## src/rtl/aux_edid_pkg.sv

```systemverilog
package aux_edid_pkg;
  localparam logic [7:0] CTRL_OFS  = 8'h10;
  localparam logic [7:0] DATA_BASE = 8'h14;
  localparam int BUSY_BIT  = 31;
  localparam int DONE_BIT  = 30;
  localparam int SIZE_LSB  = 20;
  localparam int SIZE_W    = 5;
  localparam logic [7:0] ACK_CODE  = 8'h00;
  localparam logic [7:0] NO_TARGET = 8'hFF;

  typedef struct packed {
    logic [3:0]        op;
    logic [15:0]       addr;
    logic [SIZE_W-1:0] len;
  } aux_req_t;

  function automatic aux_req_t req_decode(input logic [31:0] hdr, input logic [31:0] ctl);
    aux_req_t r;
    r.op   = hdr[31:28];
    r.addr = hdr[23:8];
    r.len  = ctl[SIZE_LSB +: SIZE_W];
    return r;
  endfunction

  function automatic logic [SIZE_W-1:0] reply_size(input logic is_rd);
    return is_rd ? SIZE_W'(2) : SIZE_W'(1);
  endfunction

  function automatic logic [7:0] edid_rom(input logic [7:0] idx);
    return (idx * 8'd37 + 8'd11) ^ {idx[3:0], idx[7:4]};
  endfunction
endpackage

```

## src/rtl/aux_reg_decode.sv

```systemverilog
module aux_reg_decode import aux_edid_pkg::*; #(
  parameter int NUM_DATA = 5,
  localparam int IDX_W = (NUM_DATA > 1) ? $clog2(NUM_DATA) : 1
) (
  input  logic [7:0]       offset,
  output logic             is_ctrl,
  output logic             is_data,
  output logic [IDX_W-1:0] data_idx
);
  logic [7:0] rel;
  assign rel      = offset - DATA_BASE;
  assign is_ctrl  = (offset == CTRL_OFS);
  assign is_data  = (offset >= DATA_BASE) && (rel < 8'(4 * NUM_DATA)) && (offset[1:0] == 2'b00);
  assign data_idx = rel[IDX_W+1:2];
endmodule

```

## src/rtl/aux_req_parse.sv

```systemverilog
module aux_req_parse import aux_edid_pkg::*; (
  input  logic [31:0] hdr,
  input  logic [31:0] ctl,
  output logic [15:0] addr,
  output logic        rd_op,
  output logic        mot,
  output logic        addr_only,
  output logic        read_len4
);
  aux_req_t req;
  assign req       = req_decode(hdr, ctl);
  assign addr      = req.addr;
  assign rd_op     = req.op[0];
  assign mot       = req.op[2];
  assign addr_only = (req.len == SIZE_W'(3));
  assign read_len4 = req.op[0] && (req.len == SIZE_W'(4));
endmodule

```

## src/rtl/aux_edid_session.sv

```systemverilog
module aux_edid_session import aux_edid_pkg::*; #(
  parameter int          EDID_BYTES = 128,
  parameter logic [15:0] EDID_ADDR  = 16'h0050,
  localparam int PTR_W = $clog2(EDID_BYTES + 1)
) (
  input  logic        clk,
  input  logic        rst_n,
  input  logic        txn_fire,
  input  logic        addr_only,
  input  logic        mot,
  input  logic [15:0] addr,
  input  logic        read_len4,
  input  logic        monitor_present,
  output logic        edid_ready,
  output logic [7:0]  reply_byte
);
  logic             sel_q, avail_q;
  logic [PTR_W-1:0] ptr_q;
  logic             sess_clear, sess_select, byte_fetch, ptr_in_range;
  logic [7:0]       table_byte;

  assign sess_clear   = txn_fire && addr_only && (!mot || addr == 16'h0000);
  assign sess_select  = txn_fire && addr_only && mot && (addr == EDID_ADDR);
  assign edid_ready   = sel_q && avail_q;
  assign byte_fetch   = txn_fire && read_len4 && edid_ready;
  assign ptr_in_range = (ptr_q < PTR_W'(EDID_BYTES));
  assign table_byte   = ptr_in_range ? edid_rom(8'(ptr_q)) : 8'h00;
  assign reply_byte   = edid_ready ? table_byte : NO_TARGET;

  always_ff @(posedge clk) begin
    if (!rst_n || sess_clear) begin
      sel_q   <= 1'b0;
      avail_q <= 1'b0;
      ptr_q   <= '0;
    end else begin
      if (sess_select) begin
        sel_q <= 1'b1;
        if (monitor_present) avail_q <= 1'b1;
      end
      if (byte_fetch && ptr_in_range) ptr_q <= ptr_q + 1'b1;
    end
  end

  AST_CLEAR_SESSION: assert property (@(posedge clk) disable iff (!rst_n)
    sess_clear |=> (ptr_q == '0) && !edid_ready);
  AST_PTR_STEP: assert property (@(posedge clk) disable iff (!rst_n)
    !sess_clear |=> (ptr_q == $past(ptr_q)) || (ptr_q == $past(ptr_q) + 1'b1));
  AST_PTR_BOUND: assert property (@(posedge clk) disable iff (!rst_n)
    ptr_q <= PTR_W'(EDID_BYTES));
  AST_NO_FETCH_HOLD: assert property (@(posedge clk) disable iff (!rst_n)
    (txn_fire && !read_len4 && !addr_only) |=> $stable(ptr_q));
endmodule

```

## src/rtl/aux_edid_responder.sv

```systemverilog
module aux_edid_responder import aux_edid_pkg::*; #(
  parameter int          EDID_BYTES = 128,
  parameter logic [15:0] EDID_ADDR  = 16'h0050,
  parameter int          NUM_DATA   = 5,
  localparam int IDX_W = (NUM_DATA > 1) ? $clog2(NUM_DATA) : 1
) (
  input  logic        clk,
  input  logic        rst_n,
  input  logic        wr_en,
  input  logic [7:0]  wr_offset,
  input  logic [31:0] wr_data,
  input  logic [7:0]  rd_offset,
  output logic [31:0] rd_data,
  input  logic        monitor_present
);
  logic [31:0]      ctrl_q;
  logic [31:0]      data_q [NUM_DATA];
  logic             wr_is_ctrl, wr_is_data, rd_is_ctrl, rd_is_data;
  logic [IDX_W-1:0] wr_idx, rd_idx;
  logic [15:0]      req_addr;
  logic             rd_op, mot, addr_only, read_len4;
  logic             txn_fire, reply_we, edid_ready;
  logic [7:0]       reply_byte;
  logic [31:0]      reply_word;

  aux_reg_decode #(.NUM_DATA(NUM_DATA)) u_wdec (
    .offset(wr_offset), .is_ctrl(wr_is_ctrl), .is_data(wr_is_data), .data_idx(wr_idx));
  aux_reg_decode #(.NUM_DATA(NUM_DATA)) u_rdec (
    .offset(rd_offset), .is_ctrl(rd_is_ctrl), .is_data(rd_is_data), .data_idx(rd_idx));

  aux_req_parse u_parse (
    .hdr(data_q[0]), .ctl(wr_data), .addr(req_addr), .rd_op(rd_op), .mot(mot),
    .addr_only(addr_only), .read_len4(read_len4));

  assign txn_fire   = wr_en && wr_is_ctrl && wr_data[BUSY_BIT];
  assign reply_we   = txn_fire && (addr_only || !rd_op || read_len4);
  assign reply_word = {ACK_CODE, (read_len4 && !addr_only) ? reply_byte : 8'h00, 16'h0000};

  aux_edid_session #(.EDID_BYTES(EDID_BYTES), .EDID_ADDR(EDID_ADDR)) u_sess (
    .clk(clk), .rst_n(rst_n), .txn_fire(txn_fire), .addr_only(addr_only), .mot(mot),
    .addr(req_addr), .read_len4(read_len4 && !addr_only), .monitor_present(monitor_present),
    .edid_ready(edid_ready), .reply_byte(reply_byte));

  always_ff @(posedge clk) begin
    if (!rst_n) begin
      ctrl_q <= '0;
      for (int i = 0; i < NUM_DATA; i++) data_q[i] <= '0;
    end else begin
      if (txn_fire) begin
        ctrl_q <= '0;
        ctrl_q[DONE_BIT] <= 1'b1;
        ctrl_q[SIZE_LSB +: SIZE_W] <= reply_size(rd_op);
      end
      for (int i = 0; i < NUM_DATA; i++) begin
        if (wr_en && wr_is_data && wr_idx == IDX_W'(i)) data_q[i] <= wr_data;
        else if (i == 0 && reply_we) data_q[i] <= reply_word;
      end
    end
  end

  always_comb begin
    rd_data = '0;
    if (rd_is_ctrl) rd_data = ctrl_q;
    else if (rd_is_data) rd_data = data_q[rd_idx];
  end

  AST_IDLE_CTRL: assert property (@(posedge clk) disable iff (!rst_n)
    (wr_en && wr_is_ctrl && !wr_data[BUSY_BIT]) |=> $stable(ctrl_q) && $stable(data_q[0]));
  AST_DONE_SET: assert property (@(posedge clk) disable iff (!rst_n)
    txn_fire |=> ctrl_q[DONE_BIT] && !ctrl_q[BUSY_BIT]);
  AST_REPLY_SIZE: assert property (@(posedge clk) disable iff (!rst_n)
    txn_fire |=> ctrl_q[SIZE_LSB +: SIZE_W] == ($past(rd_op) ? SIZE_W'(2) : SIZE_W'(1)));
  AST_ACK_CODE: assert property (@(posedge clk) disable iff (!rst_n)
    reply_we |=> (data_q[0][31:24] == ACK_CODE) && (data_q[0][15:0] == 16'h0000));
  AST_WRITE_DROPPED: assert property (@(posedge clk) disable iff (!rst_n)
    (txn_fire && !addr_only && !rd_op) |=> data_q[0] == 32'h0);
  AST_FF_UNSELECTED: assert property (@(posedge clk) disable iff (!rst_n)
    (txn_fire && read_len4 && !addr_only && !edid_ready) |=> data_q[0][23:16] == NO_TARGET);
endmodule

```

## config.mk

```make
export PLATFORM = sky130hd
export DESIGN_NAME = aux_edid_responder
export DESIGN_NICKNAME = d
export VERILOG_FILES = /design/src/rtl/aux_edid_pkg.sv /design/src/rtl/aux_reg_decode.sv /design/src/rtl/aux_req_parse.sv /design/src/rtl/aux_edid_session.sv /design/src/rtl/aux_edid_responder.sv
export SDC_FILE = /design/constraint.sdc
export NUM_CORES = 1
export LEC_CHECK = 0
export BUFFER_PORTS_ARGS = -buffer_cell sky130_fd_sc_hd__clkbuf_2
export CAP_MARGIN = 15
export CORE_MARGIN = 4
export CORE_UTILIZATION = 56
export CTS_BUF_LIST = sky130_fd_sc_hd__clkbuf_8
export DETAILED_ROUTE_END_ITERATION = 7
export PLACE_DENSITY = 0.74
export REMOVE_ABC_BUFFERS = 1
export SETUP_SLACK_MARGIN = 0.15
export SYNTH_ARGS = -nofsm -noshare
export SYNTH_HDL_FRONTEND = slang
export SYNTH_HIERARCHICAL = 1
export SYNTH_SLANG_ARGS = --single-unit
```

## constraint.sdc

```tcl
create_clock -name clk -period 6.45 [get_ports clk]
set_input_delay 0.645 -clock clk [delete_from_list [all_inputs] [get_ports clk]]
set_output_delay 0.645 -clock clk [all_outputs]
set_load 0.1 [all_outputs]
```

==> summary.txt, run 1 <==
Synth
  – Ys flop type: edfxtp_1
  – Synth Area in XOR/XNOR: 2.58%
  – Seq/Total Area, Yosys: ~62%
  – Post-synth EDFFs: 160
  – Mean area per synthesized cell: 14.6 um2
  – Top cell type's share of synthesized area: ~59%
  – Cells after Synth: 564
  – Cell accounting for the most synthesized area: edfxtp_1
  – Simple-gate share of the synthesized area: about a tenth
  – Fraction of registers with async set/reset: 0%
  – Synth warn: 6
  – Synth top cells by count: 160 x edfxtp_1, 64 x nor2_1, 44 x nand2_1
  – Largest family of logic cells by synthesized area: simple AND/OR/NAND/NOR gates
  – Adder-Cell Fraction of Synth Area: 3.99%
  – Synth Area in Compound Gates: just over 8%
  – Synth Register Bits: between 150 and 200
  – Multiplexer share of the synthesized area: slightly above 9%
  – Largest cells by area after synthesis: edfxtp_1 59%, mux4_2 8.8%, ha_1 3.5%
  – Cell Area, Synth: 8210 um2
  – Most frequent cell after synthesis: edfxtp_1
  – Yosys cell types: 56

Critical path
  – Reg2Reg Setup Slack: roughly 3.2 ns
  – CP arrival: roughly 3.8 ns
  – CP Data Required Time: just under 6 ns
  – Crit path kind: in2out
  – R2R Path End: data_q[0][23]
  – Crit. End Element: output pin
  – Startpoint type of the worst setup path: input pin
  – Worst r2r src: u_sess/ptr_q[4]
  – R2R cell count: 12
  – CP Max Fanout: 33

Outcome
  – Status: finished, final reports clean

Placed design
  – RePlAce Congestion: between 0.8 and 0.9
  – Final HPWL DP: around 11 mm
  – PortBufs: 83

Routing
  – Avg WL per Cell: 20.7 um
  – DR vias/cell: between 6 and 7
  – DRC violations left: 0
  – Drt total wl: about 17 mm
  – DRT antenna net count: 0
  – Pre-antenna DRT Iters: 5
  – Vias: between 4000 and 5000
  – 1st-iter DRT viols: 369

STA
  – Fin Clk Skew: about 0.012 ns
  – # setup viols final: 0
  – RSZ-0062 raised after global routing: false
  – Tightest Pin Transition: 0.688 ns
  – Number of hold violations in the final report: 0
  – Max-slew violations: 0
  – Crit path time final: 4.40 ns
  – Relative max-transition margin: 54.1%
  – Fmax: between 200 and 250 MHz
  – Period Utilization, post-route: just under 70%
  – Setup_tns: 0 ns

Floorplan
  – Die H: around 130 um
  – Core area: 14100 um2
  – Initial Util: between 50 and 60%
  – IO Pins: 84
  – Rows: 43
  – DIE WIDTH: around 130 um
  – DIE AREA: 16700 um2

Hold path
  – Hold depth: 1
  – Min-Delay Endpoint: ctrl_q[30]
  – Worst hold path startpoint: ctrl_q[30]
  – Worst hold path type: reg2reg

Global route
  – Grt ovf: 0
  – Number of global-route vias before repair: about 5000
  – Met2 Use GR: between 30% and 40%
  – Grt peak-use layer: met2
  – Pin count of the biggest net entering global routing: between 40 and 50
  – Met3 Resource Use GR: between 4 and 5%
  – Global-route wire length before repair: about 27 mm
  – GRT Total Usage: roughly 22%
  – Initial antenna violation count: 0
  – M1 GR Usage: 27.8%

Clock network
  – Post-CTS Setup Inserts: 0
  – Gates resized, CTS repair: 0
  – # H-tree levels: 4
  – CTS max path bufs: 2
  – Clk sinks: about 170
  – Clk pin slew, worst setup/hold paths: roughly 0.08 ns
  – Worst skew pair latency: roughly 0.45 ns
  – CTS tree: built
  – CTS hold repair buffers: 0
  – CTS buffer count: 17
  – Clock Tree Root: clkbuf_8

Layout
  – Post-Route Utilization: 64.5%
  – ANT cells: 0
  – Nets: slightly above 700
  – Layout cells sized above 1: ~28%
  – P&R area growth vs syn: 10.9%

Pwr
  – VDD IR-drop max: roughly 0.00013 V
  – Pleak: between 3 and 4 nW
  – Power Dens Cells: around 250 nW/um2
  – Total Power: between 2 and 2.5 mW

Flow run
  – Maxcap violations: 0
-- per-stage QoR --
stage          setup slack, ns  area (um2)  std cells  hold slack, ns
6_report                  2.05        9100        825           0.490
5_1_grt                   1.72        9100        825           0.504
4_1_cts                   1.98        9100        825           0.488
3_5_place_dp              1.99        8660        793           0.467
3_3_place_gp              2.07        8660        793           0.458
2_1_floorplan            0.531        7900        518           0.440
-- metal layers --
layer	share of wire (%)	wire length (um)
met5	0	0
met2	53	9000
met1	41	6980
met3	4.9	839
met4	1.3	220
-- worst max-delay path: stages --
cell,delay [ns]
clkbuf_2,0.11
inv_2,0.05
buf_4,0.53
ha_1,0.36
and3b_1,0.19
o21ai_1,0.08
a2111oi_2,0.32
nand2b_1,0.21
nor2_2,0.12
buf_4,0.37
a22o_1,0.26
clkbuf_2,0.47
-- registers in the layout (all words and copies together), names as in the netlist --
name            cells
u_sess/ptr_q        8
u_sess/sel_q        1
data_q            160
u_sess/avail_q      1
ctrl_q              3
-- layout make-up --
cell class                 instances  area (um2)
clock buffer                      17         234
clock inverter                    15         209
fill                            1072        5000
inverter                          16        60.1
multi-input combinational        329        2800
sequential                       173        5060
tap                              180         225
timing repair buffer              95         505
-- how the worst max path moves through the flow --
stage	from	endpoint	slack, ns	cells after the start
after floorplan	rd_offset[2]	rd_data[20]	0.53	6
after CTS	rd_offset[2]	rd_data[22]	1.98	12
final	rd_offset[2]	rd_data[22]	2.05	12
after global routing	rd_offset[2]	rd_data[22]	1.72	12
after detailed placement	rd_offset[2]	rd_data[22]	1.99	12
after global placement	rd_offset[2]	rd_data[22]	2.07	12
-- logic make-up (layout without fill, tap and decap cells) --
kind of cell               after synthesis  count (layout)
muxes                                   36              36
adders and majority gates               25              25
xor gates and xnor gates                21              21
DFF                                    173             173
buffers and inverters                   62             143
and+or+nand+nor                        159             159
AOI/OAI and AO/OA                       88              88
-- power by group --
group	leakage [nW]	total, mW	switching [mW]	internal (mW)
sequential	1.78	1.27	0.0119	1.25
combinational	1.48	0.162	0.100	0.0617
clock	0.214	0.820	0.392	0.428
total	3.48	2.25	0.504	1.74
-- layout by cell type (no fill, tap or decap), types with 12 or more instances in the layout --
master / count
o21ai_0: 16
clkbuf_8: 17
inv_1: 14
nand2_1: 44
ha_1: 23
nor2_1: 62
dfxtp_1: 13
xnor2_1: 16
clkbuf_2: 83
a22o_1: 29
buf_4: 12
edfxtp_1: 160
mux4_2: 32
Note: power is estimated with default switching activity, not from simulation.
==> inputs of run 2 (changes only) <==
- clock period: 6.45 -> 4.3 ns (I/O delays scaled with it)
==> summary.txt, run 2 (synthesis results as in run 1) <==
Outcome
  – Status: finished, final reports clean (unchanged)

Global route
  – Initial antenna violation count: 0 (unchanged)
  – GRT Total Usage: 22.3% (was 21.6%)
  – Global-route wire length before repair: 28.0 mm (was 27.0 mm)
  – Number of global-route vias before repair: 5274 (was 5141)
  – Pin count of the biggest net entering global routing: 33 (was 42)
  – Grt ovf: 0 (unchanged)

Floorplan
  – DIE AREA: 16700 um2 (unchanged)
  – Die H: 129 um (unchanged)
  – DIE WIDTH: 129 um (unchanged)
  – Core area: 14100 um2 (unchanged)
  – IO Pins: 84 (unchanged)
  – Rows: 43 (unchanged)
  – Initial Util: 58.2% (unchanged)

Routing
  – DRT antenna net count: 0 (unchanged)
  – Vias: 5069 (was 4968)
  – Avg WL per Cell: 21.5 um (was 20.7 um)
  – DRC violations left: 0 (unchanged)
  – Drt total wl: 17.8 mm (was 17.0 mm)
  – Pre-antenna DRT Iters: 5 (unchanged)
  – 1st-iter DRT viols: 429 (was 369)
  – DR vias/cell: 6.13 (was 6.02)

STA
  – Fin Clk Skew: 0.00890 ns (was 0.0121 ns)
  – Period Utilization, post-route: 78.1%
  – Relative max-transition margin: 54.1% (about the same)
  – Tightest Pin Transition: 0.689 ns (was 0.688 ns)
  – Final WS setup: 0.943 ns (was 2.05 ns)
  – Crit path time final: 3.36 ns
  – # setup viols final: 0 (unchanged)
  – RSZ-0062 raised after global routing: false (unchanged)
  – Max-slew violations: 0 (unchanged)
  – Setup_tns: 0 ns (unchanged)
  – Fmax: 298 MHz
  – Number of hold violations in the final report: 0 (unchanged)

Clock network
  – Gates resized, CTS repair: 0 (unchanged)
  – CTS buffer count: 17 (unchanged)
  – Clock Tree Root: clkbuf_8 (unchanged)
  – CTS max path bufs: 2 (unchanged)
  – Post-CTS Setup Inserts: 0 (unchanged)
  – CTS hold repair buffers: 0 (unchanged)
  – CTS tree: built (unchanged)
  – Clk pin slew, worst setup/hold paths: 0.09 ns (was 0.08 ns)
  – Worst skew pair latency: 0.45 ns (about the same)
  – # H-tree levels: 4 (unchanged)
  – Clk sinks: 173 (unchanged)

Critical path
  – CP cell instances: clkbuf_2 -> inv_2 -> ha_1 -> or2b_1 -> a21boi_0 -> a2111oi_2 -> nand2b_1 -> nor2_2 -> buf_4 -> a22o_1 -> clkbuf_2 (was clkbuf_2 -> inv_2 -> buf_4 -> ha_1 -> and3b_1 -> o21ai_1 -> a2111oi_2 -> nand2b_1 -> nor2_2 -> buf_4 -> a22o_1 -> clkbuf_2)
  – R2R Path End: data_q[0][23] (unchanged)
  – R2R cell count: 12 (unchanged)
  – Startpoint type of the worst setup path: input pin (unchanged)
  – Crit path largest cell delay: 0.47 ns (was 0.53 ns)
  – CP arrival: 2.93 ns (was 3.75 ns)
  – Top cell by count, worst path: clkbuf_2
  – Reg2Reg Setup Slack: 1.14 ns (was 3.23 ns)
  – Worst r2r src: u_sess/ptr_q[4] (unchanged)
  – CP Max Fanout: 29 (was 33)
  – Crit path kind: in2out (unchanged)
  – Critical path's slowest cell: clkbuf_2 (was buf_4)
  – CP Data Required Time: 3.87 ns (was 5.80 ns)
  – Crit. End Element: output pin (unchanged)

Placed design
  – PortBufs: 83 (unchanged)
  – RePlAce Congestion: 0.841 (was 0.802)
  – Final HPWL DP: 11.5 mm (was 10.8 mm)
  – Pre-CTS setup slack: 0.945 ns (was 1.99 ns)
  – Placed Area: 8700 um2 (was 8660 um2)
  – DP Cell Count: 795 (was 793)

Layout
  – Biggest regs: data_q: 160 flops, u_sess/ptr_q: 8 flops, ctrl_q: 3 flops (unchanged)
  – P&R area growth vs syn: 11.1% (was 10.9%)
  – Final cell count without fillers: 827 (was 825)
  – Biggest register: data_q (unchanged)
  – ANT cells: 0 (unchanged)
  – Commonest non-fill, non-tap cells in the layout: 160 x edfxtp_1, 70 x clkbuf_2, 62 x nor2_1, 44 x nand2_1, 32 x mux4_2 (was 160 x edfxtp_1, 83 x clkbuf_2, 62 x nor2_1, 44 x nand2_1, 32 x mux4_2)
  – Post-Route Utilization: 64.7% (was 64.5%)
  – Max reg flops: 160 (unchanged)
  – Most common cell after layout, fill and taps aside: edfxtp_1 (unchanged)
  – Design area: 9120 um2 (was 9100 um2)
  – Layout cells sized above 1: 27.7% (was 27.6%)
  – Nets: 711 (was 709)

Pwr
  – VDD IR-drop max: 0.000206 V (was 0.000128 V)
  – P_int: 2.57 mW (was 1.74 mW)
  – Clk network pwr share: 35.2% (was 36.5%)
  – Power Dens Cells: 363 nW/um2 (was 247 nW/um2)
  – Comb pwr share: 7.5% (was 7.2%)
  – Sw Ratio: 22.6% (was 22.4%)
  – Flop pwr share: 57.3% (was 56.3%)
  – Switch Pwr: 749 uW (was 504 uW)
  – Pleak: 3.50 nW (was 3.48 nW)

Hold path
  – Worst hold path startpoint: wr_data[14] (was ctrl_q[30])
  – Hold depth: 3 (was 1)
  – Worst hold path type: in2reg (was reg2reg)
  – Min-Delay Endpoint: data_q[0][14] (was ctrl_q[30])

Flow run
  – Maxcap violations: 0 (unchanged)
==> run 2: stage by stage <==
stage / hold slack (ns) / power (mW)
after floorplan: 0.440 / 2.09
after global placement: 0.457 / 2.18
after detailed placement: 0.495 / 2.19
after CTS: 0.286 / 3.33
after global routing: 0.308 / 3.43
final: 0.313 / 3.31
==> run 2: worst max path at each step <==
| stage | from | end | slack (ns) |
|---|---|---|---|
| 6_report | rd_offset[2] | rd_data[22] | 0.94 |
| 5_1_grt | rd_offset[2] | rd_data[22] | 0.84 |
| 4_1_cts | rd_offset[2] | rd_data[22] | 0.98 |
| 3_5_place_dp | wr_offset[2] | data_q[2][5] | 0.94 |
| 3_3_place_gp | rd_offset[2] | rd_data[22] | 1.10 |
| 2_1_floorplan | rd_offset[2] | rd_data[20] | -1.19 |
==> run 2: power groups by stage <==
stage	registers [mW]	logic (mW)	clock network [mW]
floorplan	1.93	0.156	0
global placement	1.93	0.245	0
detailed placement	1.94	0.251	0
CTS	1.90	0.252	1.18
global route	1.90	0.268	1.26
finish	1.90	0.250	1.17
==> run 2: cell type report <==
type | count | area, um2
flip-flops and latches | 173 | 5060
fillers | 1018 | 4980
multi-input cells | 329 | 2800
repair buffers | 97 | 553
clock buffers | 18 | 248
well taps | 180 | 225
clock inverters | 14 | 169
inverters | 16 | 60.1
==> run 2: per-layer routing <==
metal	track usage, %	vias up	routed length [um]
met3	5.36	31	1140
met4	6.92	0	312
met2	38.8	166	9310
met5	0	-	0
met1	27.9	2585	6990
li1	-	2287	-
==> run 2: worst max-delay path, delay by kind of cell <==
kind                       cells  cell delay, ns
AOI/OAI and AO/OA              3            0.69
and+or+nand+nor                3            0.52
buffers and inverters          4            1.01
adders and majority gates      1            0.26
==> inputs of run 3 (changes only) <==
- clock period: 4.3 -> 3.3 ns (I/O delays scaled with it)
==> summary.txt, run 3 (synthesis results as in run 1) <==
Outcome
  – Status: finished, final reports clean (unchanged)

Layout
  – Most common cell after layout, fill and taps aside: edfxtp_1 (unchanged)
  – Register Area: 5070 um2 (was 5060 um2)
  – Biggest register: data_q (unchanged)
  – Multi-input gate area: 2810 um2 (was 2800 um2)
  – Fillers: 935 (was 1018)
  – Layout cells sized above 1: 28.6% (was 27.7%)
  – ANT cells: 0 (unchanged)
  – Post-Route Utilization: 68.7% (was 64.7%)
  – P&R area growth vs syn: 18.0% (was 11.1%)
  – Nets: 715 (was 711)
  – Biggest regs: data_q: 160 flops, u_sess/ptr_q: 8 flops, ctrl_q: 3 flops (unchanged)
  – Max reg flops: 160 (unchanged)
  – Commonest non-fill, non-tap cells in the layout: 160 x edfxtp_1, 62 x nor2_1, 51 x clkbuf_2, 44 x nand2_1, 39 x buf_12 (was 160 x edfxtp_1, 70 x clkbuf_2, 62 x nor2_1, 44 x nand2_1, 32 x mux4_2)

Routing
  – Pre-antenna DRT Iters: 5 (unchanged)
  – Drt total wl: 17.5 mm (was 17.8 mm)
  – Vias: 5056 (was 5069)
  – 1st-iter DRT viols: 497 (was 429)
  – DRC violations left: 0 (unchanged)
  – Avg WL per Cell: 21.1 um (was 21.5 um)
  – DR vias/cell: 6.08 (was 6.13)
  – DRT antenna net count: 0 (unchanged)

Clock network
  – CTS max path bufs: 2 (unchanged)
  – Worst skew pair latency: 0.45 ns (about the same)
  – CTS tree: built (unchanged)
  – Clock Tree Root: clkbuf_8 (unchanged)
  – Clk pin slew, worst setup/hold paths: 0.09 ns (about the same)
  – CTS buffer count: 17 (unchanged)
  – # H-tree levels: 4 (unchanged)
  – Post-CTS Setup Inserts: 0 (unchanged)
  – Clk sinks: 173 (unchanged)

STA
  – Fin Clk Skew: 0.00781 ns (was 0.00890 ns)
  – Relative max-transition margin: 55.0% (was 54.1%)
  – Setup_tns: 0 ns (unchanged)
  – Period Utilization, post-route: between 80% and 90%
  – # setup viols final: 0 (unchanged)
  – Max-slew violations: 0 (unchanged)
  – Fmax: 343 MHz
  – Number of hold violations in the final report: 0 (unchanged)
  – Crit path time final: 2.92 ns
  – RSZ-0062 raised after global routing: false (unchanged)
  – Tightest Pin Transition: 0.675 ns (was 0.689 ns)

Floorplan
  – Die H: 129 um (unchanged)
  – Initial Util: 58.2% (unchanged)
  – IO Pins: 84 (unchanged)
  – DIE AREA: 16700 um2 (unchanged)
  – Core area: 14100 um2 (unchanged)
  – Rows: 43 (unchanged)
  – DIE WIDTH: 129 um (unchanged)

Critical path
  – R2R Path End: data_q[0][23] (unchanged)
  – CP arrival: 3.11 ns (was 2.93 ns)
  – CP Data Required Time: 3.49 ns (was 3.87 ns)
  – Worst r2r src: u_sess/ptr_q[6] (was u_sess/ptr_q[4])
  – Startpoint type of the worst setup path: flip-flop (was input pin)
  – Crit path to: data_q[0][23] (was rd_data[22])
  – Crit path kind: reg2reg (was in2out)
  – Crit. End Element: flip-flop (was output pin)
  – R2R cell count: 12 (unchanged)
  – Worst setup startpoint: u_sess/ptr_q[6] (was rd_offset[2])
  – CP Max Fanout: 5 (was 29)
  – Reg2Reg Setup Slack: 0.38 ns (was 1.14 ns)

Pwr
  – VDD IR-drop max: 0.000302 V (was 0.000206 V)
  – Power Dens Cells: 442 nW/um2 (was 363 nW/um2)
  – Pleak: 3.63 nW (was 3.50 nW)

Global route
  – Grt ovf: 0 (unchanged)
  – Pin count of the biggest net entering global routing: 33 (unchanged)
  – Number of global-route vias before repair: 5192 (was 5274)
  – Initial antenna violation count: 0 (unchanged)
  – Global-route wire length before repair: 27.7 mm (was 28.0 mm)
  – GRT Total Usage: 22.0% (was 22.3%)

Placed design
  – RePlAce Congestion: 0.820 (was 0.841)
  – PortBufs: 83 (unchanged)
  – Final HPWL DP: 11.2 mm (was 11.5 mm)

Hold path
  – Worst hold path type: in2reg (unchanged)

Flow run
  – Maxcap violations: 0 (unchanged)
## run 3: changes by cell type in the layout (fill, tap and decap cells not counted), sizes merged
cell,delta
clkinv,-2
clkinvlp,+1
inv,+3
bufinv,-1
buf,+23
clkbuf,-20
## run 3: worst min-delay path by stage
stage,from,end,slack (ns),cells past startpoint
2_1_floorplan,ctrl_q[30],ctrl_q[30],0.44,1
3_3_place_gp,ctrl_q[30],ctrl_q[30],0.46,1
3_5_place_dp,ctrl_q[30],ctrl_q[30],0.47,1
4_1_cts,wr_data[29],data_q[0][29],0.18,3
5_1_grt,wr_data[29],data_q[0][29],0.19,3
6_report,wr_data[29],data_q[0][29],0.22,3
## run 3: layer usage
metal  share of wire (%)  track usage, %
met1                  38            27.9
met2                  53            38.6
met3                 7.5            5.03
met4                 1.3            5.74
met5                   0               0
## run 3: per-stage QoR
stage | hold WS [ns] | instances | power [mW] | area [um2] | setup slack (ns)
6_report | 0.219 | 831 | 4.28 | 9680 | 0.380
5_1_grt | 0.194 | 831 | 4.43 | 9680 | 0.209
4_1_cts | 0.182 | 831 | 4.30 | 9670 | 0.228
3_5_place_dp | 0.472 | 799 | 2.87 | 9270 | 0.241
3_3_place_gp | 0.457 | 799 | 2.86 | 9270 | 0.313
2_1_floorplan | 0.440 | 518 | 2.72 | 7900 | -2.08
## run 3: layout make-up
type,count,share of cell area [%]
flip-flops and latches,173,52.3
multi-input cells,329,29.0
repair buffers,101,11.6
clock buffers,17,2.42
well taps,180,2.33
clock inverters,15,1.71
inverters,16,0.620
## run 3: timing repair
| item | in CTS | in global routing |
|---|---|---|
| hold buffers | 0 | 0 |
| endpoints found under the setup margin | 0 | 2 |
| gates resized for setup | 0 | 4 |
## run 3: report_power, final
group / switching [mW] / total [mW] / internal, mW
Combinational: 0.204 / 0.345 / 0.142
Sequential: 0.0235 / 2.47 / 2.45
Clock: 0.773 / 1.46 / 0.686
Total: 1.00 / 4.28 / 3.28
## run 3: critical path, stage by stage (launching register included)
cell and delay (ns):
dfxtp_1 0.42, ha_1 0.27, ha_1 0.27, inv_1 0.04, fa_1 0.47, inv_1 0.05
ha_1 0.30, ha_4 0.30, nand2_1 0.05, o21ai_1 0.15, xnor2_1 0.13, o21ai_1 0.08
o2bb2ai_1 0.14
